[src/rtl/board_ctl_regs.sv]
module board_ctl_regs #(
  parameter int DATA_W = 16,
  parameter int PADDR_W = 20
) (
  input  logic               clk,
  input  logic               rst_n,
  input  logic [1:0]         bus_addr,
  input  logic               bus_wr,
  input  logic [DATA_W-1:0]  bus_wdata,
  output logic [DATA_W-1:0]  bus_rdata,
  input  logic               ctl_irq,
  input  logic               par_strobe,
  input  logic [PADDR_W-1:0] par_addr,
  input  logic               par_lane,
  input  logic               par_src,
  input  logic [3:0]         base_jmp,
  output logic               ctl_reset,
  output logic               ctl_onair,
  output logic               ctl_attn,
  output logic               p2_en,
  output logic               ram_256k,
  output logic               host_irq
);
  localparam int LO_W = PADDR_W - 4;

  logic irq_en, perr_en, perr_q, cap_src, cap_lane;
  logic [3:0]      cap_hi;
  logic [LO_W-1:0] cap_lo;
  logic wr_stat, ack, capture;

  assign wr_stat = bus_wr && (bus_addr == 2'd0);
  assign ack     = bus_wr && (bus_addr == 2'd1) && bus_wdata[8];
  assign capture = par_strobe && (!perr_q || ack);

  always_ff @(posedge clk) begin
    if (!rst_n) begin
      ctl_reset <= 1'b0;
      ctl_onair <= 1'b0;
      ctl_attn  <= 1'b0;
      irq_en    <= 1'b0;
      perr_en   <= 1'b0;
      p2_en     <= 1'b0;
      ram_256k  <= 1'b0;
    end else if (wr_stat) begin
      ctl_reset <= bus_wdata[15];
      ctl_onair <= bus_wdata[14];
      ctl_attn  <= bus_wdata[13];
      irq_en    <= bus_wdata[12];
      perr_en   <= bus_wdata[11];
      p2_en     <= bus_wdata[5];
      ram_256k  <= bus_wdata[4];
    end
  end

  always_ff @(posedge clk) begin
    if (!rst_n) begin
      perr_q   <= 1'b0;
      cap_src  <= 1'b0;
      cap_lane <= 1'b0;
      cap_hi   <= '0;
      cap_lo   <= '0;
    end else begin
      perr_q <= capture || (perr_q && !ack);
      if (capture) begin
        cap_src  <= par_src;
        cap_lane <= par_lane;
        cap_hi   <= par_addr[PADDR_W-1 -: 4];
        cap_lo   <= par_addr[LO_W-1:0];
      end
    end
  end

  assign host_irq = (ctl_irq && irq_en) || (perr_q && perr_en);

  always_comb begin
    bus_rdata = '0;
    case (bus_addr)
      2'd0: begin
        bus_rdata[15] = ctl_reset;
        bus_rdata[14] = ctl_onair;
        bus_rdata[13] = ctl_attn;
        bus_rdata[12] = irq_en;
        bus_rdata[11] = perr_en;
        bus_rdata[9]  = perr_q;
        bus_rdata[8]  = ctl_irq;
        bus_rdata[5]  = p2_en;
        bus_rdata[4]  = ram_256k;
        bus_rdata[3:0] = base_jmp;
      end
      2'd1: begin
        bus_rdata[7]   = cap_src;
        bus_rdata[6]   = cap_lane;
        bus_rdata[3:0] = cap_hi;
      end
      2'd2: bus_rdata[LO_W-1:0] = cap_lo;
      default: bus_rdata = '0;
    endcase
  end

  AST_CTRL_LOAD: assert property (@(posedge clk) disable iff (!rst_n)
    wr_stat |=> (ctl_reset == $past(bus_wdata[15])) && (ctl_attn == $past(bus_wdata[13]))
              && (p2_en == $past(bus_wdata[5])));
  AST_CTRL_HOLD: assert property (@(posedge clk) disable iff (!rst_n)
    !wr_stat |=> $stable({ctl_reset, ctl_onair, ctl_attn, p2_en, ram_256k}));
  AST_FLAG_SOURCE: assert property (@(posedge clk) disable iff (!rst_n)
    !perr_q && !par_strobe |=> !perr_q);
  AST_FIRST_KEPT: assert property (@(posedge clk) disable iff (!rst_n)
    perr_q && !ack |=> perr_q && $stable({cap_src, cap_lane, cap_hi, cap_lo}));
  AST_ACK_CLEARS: assert property (@(posedge clk) disable iff (!rst_n)
    ack && !par_strobe |=> !perr_q);
  AST_ACK_RECAPTURE: assert property (@(posedge clk) disable iff (!rst_n)
    ack && par_strobe |=> perr_q && (cap_lo == $past(par_addr[LO_W-1:0])));
  AST_QUIET_IRQ: assert property (@(posedge clk) disable iff (!rst_n)
    !ctl_irq && !perr_q |-> !host_irq);
endmodule

[config.mk]
export PLATFORM = sky130hd
export DESIGN_NAME = board_ctl_regs
export DESIGN_NICKNAME = d
export VERILOG_FILES = /design/src/rtl/board_ctl_regs.sv
export SDC_FILE = /design/constraint.sdc
export NUM_CORES = 1
export LEC_CHECK = 0
export BUFFER_PORTS_ARGS = -buffer_cell sky130_fd_sc_hd__buf_4
export CORE_MARGIN = 1
export CORE_UTILIZATION = 30
export DETAILED_ROUTE_END_ITERATION = 10
export MAX_ROUTING_LAYER = met4
export PLACE_DENSITY = 0.6
export SYNTH_ARGS = -nofsm -noshare
export SYNTH_HDL_FRONTEND = slang
export SYNTH_SLANG_ARGS = --single-unit
[constraint.sdc]
create_clock -name clk -period 1.9 [get_ports clk]
set_clock_uncertainty 0.15 [all_clocks]
set_input_delay 0.285 -clock clk [delete_from_list [all_inputs] [get_ports clk]]
set_output_delay 0.285 -clock clk [all_outputs]
set_load 0.02 [all_outputs]
Yosys cells after proc, flatten, opt, wreduce, memory -nomap -nowiden
Cells that the tools add are included. Widths: inputs -> output; s select.

Bits of input ports: 49. Bits in registers: 30. Logic and storage cells: 33.

Eq/ne operators: 2. Multiplexer cells: 6. Reductions and logical operators: 13.

Operators by type and width (count): $pmux 2 s2 (3); $pmux 4 s3 (1); $pmux 5 s2 (1); $logic_and 1x1->1 (7); $logic_or 1x1->1 (3); $eq 2x1->1 const B (1); $eq 2x2->1 const B (1); $logic_not 1->1 (2); $logic_not 2->1 (1); $mux 1 (1).

Logic depth before layout (Yosys ltp)
Gate-level depths: netlist of the first run.

Depth after elaboration: 6. Depth in mapped cells: 6.

Least setup slack after synthesis of the first run
No wires, ideal clock.

Path kind: input to output. From: in bus_addr[0]. To: out bus_rdata[1]. Cell stages on the path: 5. Arrival: 1.261 ns. Data required time: 1.465 ns. Path buffers: 1. Path slack: 0.204 ns. Cells stage by stage: inv_1 ha_1 buf_1 a222oi_1 nor2_1.

Longest elaborated chain between the ends: 2. Elaborated cells on any way between the ends: 4. Classes of those cells: eq/ne: 2; mux: 1; reduce/logical: 1.

RTL lines: from (decl) (RTL line 7) `input logic [1:0] bus_addr,`; $eq 2x2->1 (tied with other cells) (RTL line 77) `case (bus_addr)`; $pmux 4 s3 (*) (RTL line 77); to (decl) (RTL line 10) `output logic [DATA_W-1:0] bus_rdata,`.

Every way passes the cells marked *; elsewhere a longest branch is shown, timed or not.

Final worst setup path of the first run
From: in bus_addr[1]. To: out bus_rdata[2].

Same word-level chain as after synthesis.

==> tab_implementation.tex, run 1 <==
\begin{tabular}{lr}
\hline
Metric & Value \\
\hline
\multicolumn{2}{l}{\textbf{GRT}} \\
\quad Routing usage on met1 & 0.1684 \\
\quad First-pass GRT wire length & 5.802 mm \\
\quad Remaining global-route overflow & 0 \\
\quad Met2 Usage GRT & 0.2484 \\
\quad Total routing usage reported by global routing & 0.1493 \\
\quad Global routing's busiest layer & met2 \\
\quad Via count of the first global-routing pass & 1,352 \\
\quad Initial antenna violation count & 0 \\
\quad Met3 global-route usage & 0.03657 \\
\quad Largest net degree at the start of global routing & 53 \\
\multicolumn{2}{l}{\textbf{Routing}} \\
\quad Routed wire per std cell & 12.32 um \\
\quad DR vias & 1,347 \\
\quad DRC Markers & 0 \\
\quad DRC violation total after the first TritonRoute iteration & 62 \\
\quad Routed wire length & 3.487 mm \\
\quad Antenna Violating Nets Remaining & 0 \\
\quad DR pass1 iterations & 4 \\
\quad Routed vias/inst & 4.760 \\
\multicolumn{2}{l}{\textbf{Worst setup path}} \\
\quad Required time of the critical path & 1460 ps \\
\quad Crit path DAT & 1340 ps \\
\quad Worst Setup End Kind & output port \\
\quad Biggest fanout along the worst timing path & 6 \\
\quad Critical setup path kind & in2out \\
\quad Kind of start point of the critical path & input pin \\
\multicolumn{2}{l}{\textbf{Finish}} \\
\quad Most common cell after layout, fill and taps aside & buf\_4 \\
\quad Non-filler instance count after layout & 283 \\
\quad Max reg flops & 16 \\
\quad Total number of nets in the final design & 284 \\
\quad Regs by FF count & cap\_lo x16, cap\_hi x4 \\
\quad Antenna diode count & 0 \\
\quad Fraction of final layout cells with drive strength greater than 1 & 0.3506 \\
\quad Synthesis-to-layout area growth & 44.88\% \\
\quad Most flops, register & cap\_lo \\
\quad Most frequent cells in the layout & 68 x buf\_4, 52 x nand2\_1, 30 x dfxtp\_1 \\
\multicolumn{2}{l}{\textbf{Placement}} \\
\quad Half-perimeter wire length of the detailed placement result & 2.541 mm \\
\quad Port bufs & 62 \\
\quad Weighted congestion reported at the end of routability-driven placement & 0.7027 \\
\quad Post-Place Cells & 275 \\
\multicolumn{2}{l}{\textbf{Synthesis}} \\
\quad Post-Syn Area & 1455 um2 \\
\quad Synth warn & 0 \\
\quad Average cell area after synthesis & 8.873 um2 \\
\quad Number of nets produced by synthesis & 218 \\
\quad Biggest area consumer among synthesized cells & dfxtp\_1 \\
\quad Proportion of netlist area held by the largest area contributor & 0.4127 \\
\quad Gate count after technology mapping & 164 \\
\quad Sequential element share of the synthesized area & 0.4127 \\
\quad Post-synthesis register bit count & 30 \\
\quad Synth top area cells & dfxtp\_1 41\%, mux2i\_1 15\%, nand2\_1 13\% \\
\quad Yosys cell types & 21 \\
\multicolumn{2}{l}{\textbf{Clock tree}} \\
\quad Num Clock Sinks & 30 \\
\quad Clock transition time at the flip-flop clock pins of the worst setup and hold paths & 60 ps \\
\quad TritonCTS clock tree & yes \\
\quad Worst-case clock buffer depth & 2 \\
\quad Clock root buffer & clkbuf\_8 \\
\quad Clock Latency Late Sink & 280 ps \\
\quad Cts bufs inserted & 5 \\
\quad Hold buffer count at cts & 0 \\
\quad CTS HTree Levels & 2 \\
\multicolumn{2}{l}{\textbf{Floorplan}} \\
\quad Effective utilization at floorplan & 0.3231 \\
\quad Die outline width & 71.65 um \\
\quad Boundary pin count & 71 \\
\quad Number of core rows & 24 \\
\quad Vertical die dimension & 71.65 um \\
\quad DIE AREA & 5133 um2 \\
\quad Floorplan core area & 4504 um2 \\
\multicolumn{2}{l}{\textbf{Timing}} \\
\quad Portion of the clock cycle consumed by the worst path in the final layout & 0.9341 \\
\quad Hold Violations, Final & 0 \\
\quad Post-route worst hold slack & 106.1 ps \\
\quad Final Setup Violations & 0 \\
\quad Worst slew margin relative to its limit & 0.6875 \\
\quad Unrepaired setup endpoints after global routing & false \\
\quad Sum of negative setup slack & 0 ps \\
\quad Tightest Pin Transition & 468.8 ps \\
\quad Clock period minus worst slack & 1775 ps \\
\quad Max-slew violation total from the final report & 0 \\
\quad Maximum achievable frequency & 563.4 MHz \\
\multicolumn{2}{l}{\textbf{Power and ir drop}} \\
\quad P\_leak & 0.0009746 uW \\
\quad Total Power & 1479 uW \\
\quad Worst voltage drop across the vdd grid & 0.3085 mV \\
\quad PwrDens & 701.7 nW/um2 \\
\multicolumn{2}{l}{\textbf{Min path}} \\
\quad Hold/Removal Path Class & in2reg \\
\multicolumn{2}{l}{\textbf{Run status}} \\
\quad Run status & complete, no violations \\
\multicolumn{2}{l}{\textbf{Flow run}} \\
\quad Count of maximum capacitance violations & 0 \\
\hline
\end{tabular}
cell type report:
type	count	area [um2]
tap	52	65.06
sequential	30	600.6
multi-input combinational	121	793.3
inverter	2	7.507
clock inverter	1	5.005
clock buffer	7	86.33
fill	461	2396
timing repair buffer	70	550.5
critical path, cell delays in order:
cell,delay [ps]
buf_4,110
inv_1,60
ha_1,270
a222oi_1,370
nor2_1,90
buf_4,160
layer usage:
metal,wire length (um),vias to the layer above
met2,1624,45
li1,-,696
met4,47,0
met1,1604,602
met5,0,-
met3,210,4
through the flow:
stage / util / area, um2 / setup slack, ps
6_report: 0.4681 / 2108 / 125.1
5_1_grt: 0.4681 / 2108 / 20.48
3_5_place_dp: 0.4469 / 2013 / -12.88
2_1_floorplan: - / 1455 / 204.1
3_3_place_gp: 0.4469 / 2013 / 1.412
4_1_cts: 0.4675 / 2106 / 57.62
where the power goes:
part | switching, uW | internal (uW)
Clock | 228 | 291
Sequential | 20.9 | 666
Combinational | 125 | 147
Total | 374 | 1110
cell families after synthesis:
| kind of cell | share of synthesized area |
|---|---|
| compound gates | 0.1556 |
| fa+ha+maj | 0.04299 |
| buf+inv | 0.04471 |
| flops | 0.4127 |
| mux | 0.1513 |
| simple gates | 0.1926 |
synthesized netlist by cell type:
cell and count:
a21boi_0 7, nand3_2 1, and2_1 1, clkbuf_1 6, inv_1 2, buf_1 2
nor2b_1 3, a22o_1 10, o21a_1 1, buf_6 2, ha_1 5, nor2_1 4
dfxtp_1 30, a21boi_4 1, a21oi_1 1, nand3_1 7, a222oi_1 4, mux2i_1 22
buf_2 1, a22oi_1 2, nand2_1 52
path summary, 6_finish.rpt:
path	start	to	slack, ps	depth (start not counted)
hold / removal	par_strobe	perr_q$_SDFF_PN0_	110	3
hold reg to reg	cap_lo[10]$_SDFFE_PN0P_	cap_lo[10]$_SDFFE_PN0P_	300	2
setup / recovery	bus_addr[1]	bus_rdata[2]	130	6
setup reg to reg	perr_q$_SDFF_PN0_	cap_src$_SDFFE_PN0P_	710	3
what timing repair did:
action	in CTS	in global routing
setup endpoints to repair	8	2
setup buffers	0	0
resized for setup	1	1
No activity file was read; power rests on OpenSTA's default activity.
==> run 2, diff against run 1 <==
--- a/config.mk
+++ b/config.mk
@@ -9,8 +9,8 @@
 export CORE_MARGIN = 1
 export CORE_UTILIZATION = 30
 export DETAILED_ROUTE_END_ITERATION = 10
+export GPL_TIMING_DRIVEN = 0
 export MAX_ROUTING_LAYER = met4
-export PLACE_DENSITY = 0.6
 export SYNTH_ARGS = -nofsm -noshare
 export SYNTH_HDL_FRONTEND = slang
 export SYNTH_SLANG_ARGS = --single-unit
==> tab_implementation.tex, run 2 (same netlist as run 1, synthesis figures left out) <==
\begin{tabular}{lr}
\hline
Metric & Value \\
\hline
\multicolumn{2}{l}{\textbf{Run status}} \\
\quad Run status & complete, no violations \\
\multicolumn{2}{l}{\textbf{Finish}} \\
\quad Antenna diode count & 0 \\
\quad Max reg flops & 16 \\
\quad Total number of nets in the final design & 285 \\
\quad Final cell area excluding filler cells & 2079 um2 \\
\quad Most common cell after layout, fill and taps aside & buf\_4 \\
\quad Most flops, register & cap\_lo \\
\quad Most frequent cells in the layout & 60 x buf\_4, 52 x nand2\_1, 30 x dfxtp\_1 \\
\quad Non-filler instance count after layout & 284 \\
\quad Fill cell total of the finished layout & 489 \\
\quad Regs by FF count & cap\_lo x16, cap\_hi x4 \\
\quad Synthesis-to-layout area growth & 42.91\% \\
\quad Fraction of final layout cells with drive strength greater than 1 & 0.3362 \\
\quad Final core area utilization & 0.4617 \\
\multicolumn{2}{l}{\textbf{Worst setup path}} \\
\quad Crit-path cells & buf\_4 -> inv\_1 -> ha\_2 -> buf\_6 -> a222oi\_1 -> nor2\_1 -> buf\_4 \\
\quad Biggest fanout along the worst timing path & 10 \\
\quad Critical setup path kind & in2out \\
\quad Crit path DAT & 1400 ps \\
\quad Worst Setup End Kind & output port \\
\quad Required time of the critical path & 1460 ps \\
\quad CP most frequent cell & buf\_4 \\
\quad Delay of the slowest cell on the worst path & 330 ps \\
\quad Kind of start point of the critical path & input pin \\
\quad Critical-path cell with the highest stage delay & a222oi\_1 \\
\multicolumn{2}{l}{\textbf{Routing}} \\
\quad DR pass1 iterations & 6 \\
\quad Routed wire length & 3.693 mm \\
\quad DRC Markers & 0 \\
\quad Routed wire per std cell & 13.00 um \\
\quad Antenna Violating Nets Remaining & 0 \\
\quad Routed vias/inst & 4.750 \\
\quad DRC violation total after the first TritonRoute iteration & 59 \\
\quad DR vias & 1,349 \\
\multicolumn{2}{l}{\textbf{GRT}} \\
\quad Remaining global-route overflow & 0 \\
\quad Via count of the first global-routing pass & 1,305 \\
\quad Total routing usage reported by global routing & 0.1616 \\
\quad Largest net degree at the start of global routing & 11 \\
\quad First-pass GRT wire length & 6.113 mm \\
\quad Initial antenna violation count & 0 \\
\multicolumn{2}{l}{\textbf{Clock tree}} \\
\quad Cts bufs inserted & 5 \\
\quad Clock root buffer & clkbuf\_8 \\
\quad Worst-case clock buffer depth & 2 \\
\quad Post-CTS Setup Inserts & 0 \\
\quad Num Clock Sinks & 30 \\
\quad Clock transition time at the flip-flop clock pins of the worst setup and hold paths & 60 ps \\
\quad CTS HTree Levels & 2 \\
\quad Clock Latency Late Sink & 280 ps \\
\quad TritonCTS clock tree & yes \\
\multicolumn{2}{l}{\textbf{Timing}} \\
\quad Tightest Pin Transition & 436.0 ps \\
\quad Max-slew violation total from the final report & 0 \\
\quad Final Setup Violations & 0 \\
\quad Maximum achievable frequency & 544.1 MHz \\
\quad Hold Violations, Final & 0 \\
\quad Portion of the clock cycle consumed by the worst path in the final layout & 0.9674 \\
\quad Clock period minus worst slack & 1838 ps \\
\quad Worst-case setup margin in the final layout & 61.93 ps \\
\quad Unrepaired setup endpoints after global routing & false \\
\quad Post-route worst hold slack & 93.64 ps \\
\quad Worst slew margin relative to its limit & 0.7093 \\
\multicolumn{2}{l}{\textbf{Power and ir drop}} \\
\quad Share of power burned in combinational logic & 0.180 \\
\quad Clock share of power & 0.353 \\
\quad P\_leak & 0.0009463 uW \\
\quad PwrDens & 708.7 nW/um2 \\
\quad Register share of total power & 0.467 \\
\quad Total net switching power & 377.3 uW \\
\quad Switching share of power & 0.2560 \\
\quad Pint & 1096 uW \\
\quad Worst voltage drop across the vdd grid & 0.3827 mV \\
\multicolumn{2}{l}{\textbf{Placement}} \\
\quad Post-Place Cell Area & 1971 um2 \\
\quad Post-placement setup slack & -139.9 ps \\
\quad Post-Place Cells & 276 \\
\quad Weighted congestion reported at the end of routability-driven placement & 0.7225 \\
\quad Port bufs & 60 \\
\quad Half-perimeter wire length of the detailed placement result & 2.840 mm \\
\multicolumn{2}{l}{\textbf{Floorplan}} \\
\quad Boundary pin count & 71 \\
\quad Vertical die dimension & 71.65 um \\
\quad Effective utilization at floorplan & 0.3231 \\
\quad Floorplan core area & 4504 um2 \\
\quad Die outline width & 71.65 um \\
\quad DIE AREA & 5133 um2 \\
\quad Number of core rows & 24 \\
\multicolumn{2}{l}{\textbf{Min path}} \\
\quad Hold/Removal Path Class & in2reg \\
\multicolumn{2}{l}{\textbf{Flow run}} \\
\quad Count of maximum capacitance violations & 0 \\
\hline
\end{tabular}
==> run 2: layout make-up <==
class | count | area (um2) | share of cell area
multi-input cells | 121 | 798.3 | 0.3839
inverters | 2 | 7.507 | 0.003610
clock inverters | 1 | 5.005 | 0.002407
clock buffers | 7 | 86.33 | 0.04152
well taps | 52 | 65.06 | 0.03129
repair buffers | 60 | 450.4 | 0.2166
plain buffers | 11 | 66.31 | 0.03189
flip-flops and latches | 30 | 600.6 | 0.2888
==> run 2: repair_timing <==
item	in CTS	in global routing
hold buffers	0	0
pin swaps	1	4
setup endpoints to repair	13	11
resized for setup	3	6
==> run 2: worst paths after layout <==
kind	startpoint	endpoint	slack, ps	cells after the start
setup reg to reg	perr_q$_SDFF_PN0_	cap_lo[15]$_SDFFE_PN0P_	680	3
hold reg to reg	cap_lo[10]$_SDFFE_PN0P_	cap_lo[10]$_SDFFE_PN0P_	300	2
hold / removal	par_strobe	perr_q$_SDFF_PN0_	90	3
setup / recovery	bus_addr[1]	bus_rdata[3]	60	7
==> run 2: worst max-delay path, delay by kind of cell <==
family          cells  cell delay, ps
buf+inv             4             480
compound gates      1             330
simple gates        1             100
fa+ha+maj           1             200
==> run 2: per-layer routing <==
metal | wire (um) | vias up | global-route usage
li1 | - | 698 | -
met1 | 1737 | 598 | 0.2054
met2 | 1660 | 51 | 0.2421
met3 | 276 | 2 | 0.05345
met4 | 19 | 0 | 0.05229
met5 | 0 | - | -
==> run 2: stage by stage <==
stage	setup TNS, ps	power (uW)
after floorplan	0	843.8
after global placement	-450.3	965.4
after detailed placement	-846.5	968.1
after CTS	0	1492
after global routing	0	1559
final	0	1474
==> run 2: power groups by stage <==
stage	combinational [uW]	sequential, uW	clock (uW)
floorplan	144	700	0
global placement	264	702	0
global route	292	692	575
finish	266	688	520
CTS	268	688	537
detailed placement	266	702	0
